==> src/rtl/pcu_pkg.sv <==
package pcu_pkg;
  localparam int unsigned INSTR_W = 16;
  localparam int unsigned ABS_W   = 14;
  localparam int unsigned DISP_W  = 6;
  localparam int unsigned REG_W   = 3;
  localparam int unsigned OP_W    = 5;

  localparam logic [1:0] FMT_JMP  = 2'b01;
  localparam logic [1:0] FMT_CALL = 2'b10;
  localparam logic [1:0] FMT_EXT  = 2'b11;

  localparam logic [OP_W-1:0] OP_BT   = 5'h10;
  localparam logic [OP_W-1:0] OP_BF   = 5'h11;
  localparam logic [OP_W-1:0] OP_RET  = 5'h12;
  localparam logic [OP_W-1:0] OP_RETV = 5'h13;

  typedef enum logic [2:0] {
    K_SEQ, K_JMP, K_CALL, K_BT, K_BF, K_RET, K_RETV
  } kind_e;
endpackage

==> src/rtl/pcu_decode.sv <==
module pcu_decode
  import pcu_pkg::*;
#(
  parameter int unsigned FRAME_W = 4
) (
  input  logic [INSTR_W-1:0] instr_i,
  output kind_e              kind_o,
  output logic [ABS_W-1:0]   abs_o,
  output logic [DISP_W-1:0]  disp_o,
  output logic [REG_W-1:0]   reg_o,
  output logic [FRAME_W-1:0] frame_o
);
  logic [1:0]      fmt;
  logic [OP_W-1:0] op;

  assign fmt     = instr_i[INSTR_W-1 -: 2];
  assign op      = instr_i[INSTR_W-3 -: OP_W];
  assign abs_o   = instr_i[ABS_W-1:0];
  assign disp_o  = instr_i[DISP_W-1:0];
  assign reg_o   = instr_i[DISP_W +: REG_W];
  assign frame_o = instr_i[FRAME_W-1:0];

  always_comb begin
    kind_o = K_SEQ;
    unique case (fmt)
      FMT_JMP:  kind_o = K_JMP;
      FMT_CALL: kind_o = K_CALL;
      FMT_EXT: begin
        unique case (op)
          OP_BT:   kind_o = K_BT;
          OP_BF:   kind_o = K_BF;
          OP_RET:  kind_o = K_RET;
          OP_RETV: kind_o = K_RETV;
          default: kind_o = K_SEQ;
        endcase
      end
      default:  kind_o = K_SEQ;
    endcase
  end
endmodule

==> src/rtl/pcu_cond.sv <==
module pcu_cond
  import pcu_pkg::*;
#(
  parameter int unsigned DATA_W = 16
) (
  input  kind_e              kind_i,
  input  logic [DATA_W-1:0]  test_val_i,
  output logic               taken_o
);
  logic nonzero;
  assign nonzero = |test_val_i;

  always_comb begin
    unique case (kind_i)
      K_BT:    taken_o = nonzero;
      K_BF:    taken_o = !nonzero;
      default: taken_o = 1'b0;
    endcase
  end

  // p_taken_branch_r5: only a branch can be taken
  always_comb begin
    p_taken_branch_r5: assert (!taken_o || kind_i == K_BT || kind_i == K_BF);
  end
endmodule

==> src/rtl/pcu_target.sv <==
module pcu_target
  import pcu_pkg::*;
#(
  parameter int unsigned PC_W = 16
) (
  input  logic [PC_W-1:0]   pc_i,
  input  kind_e             kind_i,
  input  logic [ABS_W-1:0]  abs_i,
  input  logic [DISP_W-1:0] disp_i,
  input  logic              taken_i,
  input  logic [PC_W-1:0]   ret_addr_i,
  output logic [PC_W-1:0]   seq_pc_o,
  output logic [PC_W-1:0]   next_pc_o
);
  localparam int unsigned SEG_W = PC_W - ABS_W;

  logic [PC_W-1:0] disp_ext;
  logic [PC_W-1:0] abs_pc;
  logic [PC_W-1:0] rel_pc;

  assign seq_pc_o = pc_i + PC_W'(1);
  assign disp_ext = {{(PC_W-DISP_W){disp_i[DISP_W-1]}}, disp_i};
  assign rel_pc   = seq_pc_o + disp_ext;

  generate
    if (SEG_W > 0) begin : g_seg
      assign abs_pc = {pc_i[PC_W-1 -: SEG_W], abs_i};
    end else begin : g_flat
      assign abs_pc = pc_i;
    end
  endgenerate

  always_comb begin
    unique case (kind_i)
      K_JMP, K_CALL: next_pc_o = abs_pc;
      K_RET, K_RETV: next_pc_o = ret_addr_i;
      K_BT, K_BF:    next_pc_o = taken_i ? rel_pc : seq_pc_o;
      default:       next_pc_o = seq_pc_o;
    endcase
  end
endmodule

==> src/rtl/pcu_top.sv <==
module pcu_top
  import pcu_pkg::*;
#(
  parameter int unsigned PC_W    = 16,
  parameter int unsigned DATA_W  = 16,
  parameter int unsigned FRAME_W = 4
) (
  input  logic               clk_i,
  input  logic               rst_ni,
  input  logic               instr_valid_i,
  input  logic [INSTR_W-1:0] instr_i,
  input  logic [DATA_W-1:0]  test_val_i,
  input  logic [PC_W-1:0]    ret_addr_i,
  input  logic [FRAME_W-1:0] call_size_i,
  output logic [PC_W-1:0]    pc_o,
  output logic [PC_W-1:0]    next_pc_o,
  output logic [REG_W-1:0]   test_reg_o,
  output logic               call_o,
  output logic [PC_W-1:0]    call_ret_addr_o,
  output logic [FRAME_W-1:0] call_size_o,
  output logic               ret_o,
  output logic [FRAME_W-1:0] ret_size_o,
  output logic               rv_copy_o,
  output logic [REG_W-1:0]   rv_reg_o
);
  kind_e              kind;
  logic [ABS_W-1:0]   abs_f;
  logic [DISP_W-1:0]  disp_f;
  logic [REG_W-1:0]   reg_f;
  logic [FRAME_W-1:0] frame_f;
  logic               taken;
  logic [PC_W-1:0]    seq_pc;
  logic [PC_W-1:0]    tgt_pc;
  logic [PC_W-1:0]    pc_q;

  pcu_decode #(.FRAME_W(FRAME_W)) u_dec (
    .instr_i (instr_i),
    .kind_o  (kind),
    .abs_o   (abs_f),
    .disp_o  (disp_f),
    .reg_o   (reg_f),
    .frame_o (frame_f)
  );

  pcu_cond #(.DATA_W(DATA_W)) u_cond (
    .kind_i     (kind),
    .test_val_i (test_val_i),
    .taken_o    (taken)
  );

  pcu_target #(.PC_W(PC_W)) u_tgt (
    .pc_i       (pc_q),
    .kind_i     (kind),
    .abs_i      (abs_f),
    .disp_i     (disp_f),
    .taken_i    (taken),
    .ret_addr_i (ret_addr_i),
    .seq_pc_o   (seq_pc),
    .next_pc_o  (tgt_pc)
  );

  always_ff @(posedge clk_i or negedge rst_ni) begin
    if (!rst_ni)            pc_q <= '0;
    else if (instr_valid_i) pc_q <= tgt_pc;
  end

  logic is_ret;
  assign is_ret = (kind == K_RET) || (kind == K_RETV);

  assign pc_o            = pc_q;
  assign next_pc_o       = instr_valid_i ? tgt_pc : pc_q;
  assign test_reg_o      = reg_f;
  assign call_o          = rst_ni && instr_valid_i && (kind == K_CALL);
  assign call_ret_addr_o = seq_pc;
  assign call_size_o     = call_size_i;
  assign ret_o           = rst_ni && instr_valid_i && is_ret;
  assign ret_size_o      = frame_f;
  assign rv_copy_o       = rst_ni && instr_valid_i && (kind == K_RETV);
  assign rv_reg_o        = reg_f;

  // assertions
  p_reset_pc_r1: assert property (@(posedge clk_i)
    !rst_ni |=> pc_o == '0 || rst_ni);

  p_hold_r2: assert property (@(posedge clk_i) disable iff (!rst_ni)
    !instr_valid_i |=> $stable(pc_o));

  p_step_r2: assert property (@(posedge clk_i) disable iff (!rst_ni)
    instr_valid_i && instr_i[INSTR_W-1 -: 2] == 2'b00 |=> pc_o == $past(pc_o) + PC_W'(1));

  p_seg_keep_r4: assert property (@(posedge clk_i) disable iff (!rst_ni)
    call_o |=> pc_o[PC_W-1 -: (PC_W-ABS_W)] == $past(pc_o[PC_W-1 -: (PC_W-ABS_W)]));

  p_ret_load_r7: assert property (@(posedge clk_i) disable iff (!rst_ni)
    ret_o |=> pc_o == $past(ret_addr_i));

  p_excl_r9: assert property (@(posedge clk_i) disable iff (!rst_ni)
    $onehot0({call_o, ret_o}));

  p_rv_ret_r8: assert property (@(posedge clk_i) disable iff (!rst_ni)
    rv_copy_o |-> ret_o);
endmodule

==> config.mk <==
export PLATFORM = sky130hd
export DESIGN_NAME = pcu_top
export DESIGN_NICKNAME = d
export VERILOG_FILES = /design/src/rtl/pcu_pkg.sv /design/src/rtl/pcu_decode.sv /design/src/rtl/pcu_cond.sv /design/src/rtl/pcu_target.sv /design/src/rtl/pcu_top.sv
export SDC_FILE = /design/constraint.sdc
export NUM_CORES = 1
export LEC_CHECK = 0
export ABC_AREA = 0
export BUFFER_PORTS_ARGS = -buffer_cell sky130_fd_sc_hd__buf_2
export CORE_UTILIZATION = 41
export CTS_CLUSTER_DIAMETER = 30
export CTS_CLUSTER_SIZE = 20
export DETAILED_ROUTE_END_ITERATION = 7
export PLACE_DENSITY = 0.74
export SLEW_MARGIN = 15
export SYNTH_ARGS = -nofsm -noshare
export SYNTH_HDL_FRONTEND = slang
export SYNTH_SLANG_ARGS = --single-unit
==> constraint.sdc <==
create_clock -name clk_i -period 5.6 [get_ports clk_i]
set_input_delay 1.4 -clock clk_i [delete_from_list [all_inputs] [get_ports clk_i]]
set_output_delay 1.4 -clock clk_i [all_outputs]
set_load 0.03 [all_outputs]
# After elaboration in Yosys (flattened, before gate mapping)
# Cells that the tools add are included.
# word_totals
ff_bits	16
in_bits	55
output_inout_bits	65
word_cells	32
# classes
n_addsub	2
eq_ne	13
muxes	6
reduce_logical	10
# ops
operator	count
16-bit case mux with 3 select lines	1
16-bit two-way mux	2
5-bit equality test (second input constant)	4
16-bit by 1-bit adder with 16-bit output (second input constant)	1
16-bit adder	1
16-bit OR reduction	1
3-bit case mux with 4 select lines	1
3-bit equality test (second input constant)	3
3-bit case mux with 3 select lines	1
3-bit by 2-bit equality test with 1-bit output (second input constant)	2
2-bit OR reduction	3
2-bit equality test (second input constant)	2
1-bit logical AND	4
3-bit by 1-bit equality test with 1-bit output (second input constant)	1
2-bit by 1-bit equality test with 1-bit output (second input constant)	1
1-bit case mux with 2 select lines	1
1-bit logical NOT	1
1-bit logical OR	1

# Depth between registers and ports, before layout
# depth
ltp_word	8
ltp_mapped	14
mapped_depth_nobuf	13

# Modules after synthesis
# Synthesis repeated with hierarchy kept, for this count alone.
# unflattened
cells_unflattened	345
area_unflattened_um2	2813.9
# modules_own_cells
mod	instances	cells_each	area_each_um2	seq_area_each_um2
pcu_target	1	253	1757.9	0.0
pcu_top	1	48	729.4	400.4
pcu_decode	1	35	264.0	0.0
pcu_cond	1	9	62.6	0.0

# Worst setup path before layout
# OpenSTA, ideal clock, no wires.
# synth_path
kind	reg-to-output
startpoint	reg pc_q[2], in the netlist pc_o[2]
endpoint	out next_pc_o[15]
arrival_ps	4189
required_time_ps	4200
path_slack_ps	11
stages_incl_launch_ff	12
n_path_buf	1
cell_sequence	dfrtp_1 -> clkbuf_1 -> nand3_1 -> xnor2_1 -> ha_1 -> a21o_1 -> a21oi_1 -> a21oi_1 -> o41ai_1 -> mux2_2 -> nand4b_1 -> nor3b_1
# synth_via
elab_chain_cells	5
# synth_lines
element	line	text
start: declaration	pcu_top.sv:34	logic [PC_W-1:0] pc_q;
start signal: assignment	pcu_top.sv:64	else if (instr_valid_i) pc_q <= tgt_pc;
16-bit by 1-bit adder with 16-bit output	pcu_target.sv:21	assign seq_pc_o = pc_i + PC_W'(1);
via call_ret_addr_o[3]	pcu_top.sv:19	output logic [PC_W-1:0] call_ret_addr_o,
16-bit adder	pcu_target.sv:23	assign rel_pc = seq_pc_o + disp_ext;
16-bit two-way mux	pcu_target.sv:37	K_BT, K_BF: next_pc_o = taken_i ? rel_pc : seq_pc_o;
16-bit case mux with 3 select lines	pcu_target.sv:34	unique case (kind_i)
16-bit two-way mux	pcu_top.sv:71	assign next_pc_o = instr_valid_i ? tgt_pc : pc_q;
end: declaration	pcu_top.sv:16	output logic [PC_W-1:0] next_pc_o,
# The timed path passes the listed nets, and every way through them passes these cells.

# Final worst setup path
# layout_path
startpoint	reg pc_q[3], in the netlist pc_o[3]
endpoint	out next_pc_o[15]
# layout_via
elab_chain_cells	5
# layout_lines
element	line
16-bit by 1-bit adder with 16-bit output (*)	pcu_target.sv:21
16-bit adder	pcu_target.sv:23
16-bit two-way mux	pcu_target.sv:37
16-bit case mux with 3 select lines (*)	pcu_target.sv:34
16-bit two-way mux (*)	pcu_top.sv:71
# Mark *: on every way between the ends. The rest lies on a longest branch, timed or not.

==> metrics.md <==
| Metric | Value |
|---|---|
| Status | `finished, final reports clean` |
| Largest stage delay, worst path | `0.49 ns` |
| WHS Path Cells | `2` |
| Hold_sp | `pc_o[12]` |
| Hold_buf cts | `0` |
| Setup TNS | `0 ns` |
| Leak Pwr | `0.00136 uW` |
| Synth Area in Adders | `11.4%` |
| Slew Limit Fails | `0` |
| Congestion Overflow GR | `0` |
| Sequence of cells on the critical path | `nand4_1 -> nor2_1 -> and3_1 -> and4_1 -> xor2_1 -> ha_1 -> a21oi_1 -> a21o_1 -> nand2_1 -> xor2_1 -> mux2_2 -> nand4b_1 -> nor3b_1 -> buf_2` |
| Slowest cell on crit path | `dfrtp_1` |
| Wire per inst | `15.5 um` |
| Root Buffer | `clkbuf_8` |
| Tot GR Track Use | `24.7%` |
| Post-synthesis simple-gate area fraction | `28.2%` |
| Worst EP required | `4.20 ns` |
| CTS tree | `built` |
| Post-synthesis mux area share | `1.94%` |
| Max-slew headroom | `51.8%` |
| I/O pins | `120` |
| CP bufs+invs | `1` |
| CP endpoint kind | `primary output` |
| Largest family of logic cells by synthesized area | `simple AND/OR/NAND/NOR gates` |
| Total power | `835 uW` |
| Postcts setup bufs | `0` |
| Post-synth ARST share | `100%` |
| Hold slack final | `0.635 ns` |
| Yosys top cell area share | `17.7%` |
| Yosys top cell by area | `dfrtp_1` |
| Fin util | `54.5%` |
| Row count | `26` |
| Layout Skew | `0.00273 ns` |
| Cells on worst reg2reg path | `13` |
| Min Tclk post-route | `5.29 ns` |
| CP Max Fanout | `7` |
| Max reg flops | `16` |
| Most area-consuming cells after synthesis | `dfrtp_1 (18%), ha_1 (11%), nand2_1 (8.0%)` |
| Worst VDD drop | `0.161 mV` |
| RSZ-0062 raised after global routing | `false` |
| Yosys Warn Count | `0` |
| CTS Buf Count | `3` |
| Proportion of layout cells with a drive suffix above 1 | `31.4%` |
| N_diodes | `0` |
| Number of max-cap violations | `0` |
| Worst hold endpoint | `pc_o[12]` |
| Slew @ Worst Pin | `0.722 ns` |
| Ys flop type | `dfrtp_1` |
| Detailed Route Iter0 Violations | `187` |
| Syn Nets | `381` |
| Mean post-synth cell area | `7.39 um2` |
| Final Hold Viols | `0` |
| Number of global-route vias before repair | `2366` |
| Worst-path clk slew | `0.08 ns` |
| Post-Synth XOR/XNOR Area | `10.8%` |
| Hpwl dp | `5620 um` |
| FF+latch count, synth | `16` |
| FILL cells | `546` |
| DIE AREA | `5820 um2` |
| Pwr Density | `294 nW/um2` |
| Compound-gate portion of the synthesized area | `21.6%` |
| Maximum clock frequency | `189 MHz` |
| R2R setup slack | `2.12 ns` |
| Yosys cell types | `49` |
| Via Count | `2618` |
| Vias per std cell | `5.59` |
| Starting Density | `43.5%` |
| Width of the die | `76.3 um` |
| Buffers on Ports | `111` |
| Worst r2r src | `pc_o[3]` |
| DRC errors left | `0` |
| Area delta synth->final | `25.5%` |
| Seq/Total Area, Yosys | `17.7%` |
| Cell Area, Synth | `2260 um2` |
| Core area | `5200 um2` |
| Largest net degree at the start of global routing | `38` |
| First-pass GRT wire length | `11800 um` |
| Critical path class | `reg2out` |
| Initial antenna violation count | `0` |
| H-tree level count | `1` |
| Arr. time, crit path | `3.89 ns` |
| CP top delay family | `simple AND/OR/NAND/NOR gates` |
| Clock latency on the worst-skew pair | `0.26 ns` |
| Reg2reg end | `pc_o[15]` |
| Post-CTS sizing | `0` |
| WL final | `7260 um` |
| CP dominant cell by count | `xor2_1` |
| CTS sink cnt | `16` |
| Die Y | `76.3 um` |
| Final Cycle Share | `94.5%` |
| Drt first pass iters | `4` |
| Mapped Cells | `306` |
| Worst min-delay path category | `reg2reg` |
| CP startpoint | `pc_o[3]` |
| Routability Congestion | `0.917` |
| Final #Nets | `474` |
| Finish-stage setup viols | `0` |
| Post-synth EDFFs | `0` |
| Clock buffer depth | `2` |
| Startpoint Class | `register` |
| Routed Antenna Nets | `0` |
[area by class of cell]
type	instances	area (um2)	share of cell area, %
repair buffers	114	578	20.4
clock buffers	4	55.1	1.94
flip-flops and latches	16	400	14.1
inverters	10	37.5	1.32
well taps	70	87.6	3.09
multi-input cells	254	1680	59.2
[layout by cell type, fill, tap and decap left out, types with 8 or more instances in the layout]
master    instances
o21ai_0           9
buf_2           111
nand4_1           9
xnor2_1          16
nand2_1          48
a21oi_1          25
xor2_1           12
ha_1             19
a221oi_1          8
inv_1            10
nor2_1           23
nand3_1          14
dfrtp_1          16
[power by group]
part / switching, uW / total, uW / internal [uW]
sequential: 32.2 / 166 / 134
clock: 51.4 / 114 / 62.6
combinational: 363 / 555 / 192
[how the worst max path moves through the flow]
stage,endpoint,cells after the start
after CTS,next_pc_o[15],10
after global placement,next_pc_o[15],10
after global routing,next_pc_o[15],14
after detailed placement,next_pc_o[15],10
final,next_pc_o[15],14
after floorplan,next_pc_o[15],11
[cell families after synthesis]
logic type	count (synthesis)
buffers and inverters	36
AND/OR/NAND/NOR	129
AO/OA/AOI/OAI	74
XOR/XNOR	28
adder cells (fa/ha/maj)	20
multiplexers	3
flip-flops	16
[worst reg2reg max path, cell delays in order, from the launching register on]
cell and delay, ns:
dfrtp_1 0.49, nand4_1 0.23, nor2_1 0.17, and3_1 0.22, and4_1 0.23, xor2_1 0.27
ha_1 0.36, a21oi_1 0.36, a21o_1 0.17, nand2_1 0.06, xor2_1 0.14, mux2_2 0.29
nand4b_1 0.09, nor3b_1 0.29
[cell usage after synthesis, drive strengths merged (5+ instances only)]
cell type  count
nor2          24
nor3           5
buf           16
nand3         14
clkbuf        10
nand2         48
nand4          9
nand2b         5
a21oi         25
xnor2         16
dfrtp         16
o21ai          9
a221oi         8
a21o           5
a211oi         5
ha            19
xor2          12
inv           10
[metrics by stage]
stage          std cells  setup slack (ns)  instance area [um2]
6_report             468             0.311                 2840
5_1_grt              468            0.0899                 2840
4_1_cts              468             0.185                 2830
3_5_place_dp         464             0.215                 2780
3_3_place_gp         464             0.281                 2780
2_1_floorplan        306            0.0107                 2260
[metal layers]
metal  GRT usage [%]  routed length (um)  part of all wire [%]
met5               0                   0                     0
met4            5.77                  46                  0.63
met3            3.71                 641                   8.8
met2            39.5                3300                    46
met1            34.8                3270                    45
Note: power is estimated with default switching activity, not from simulation.
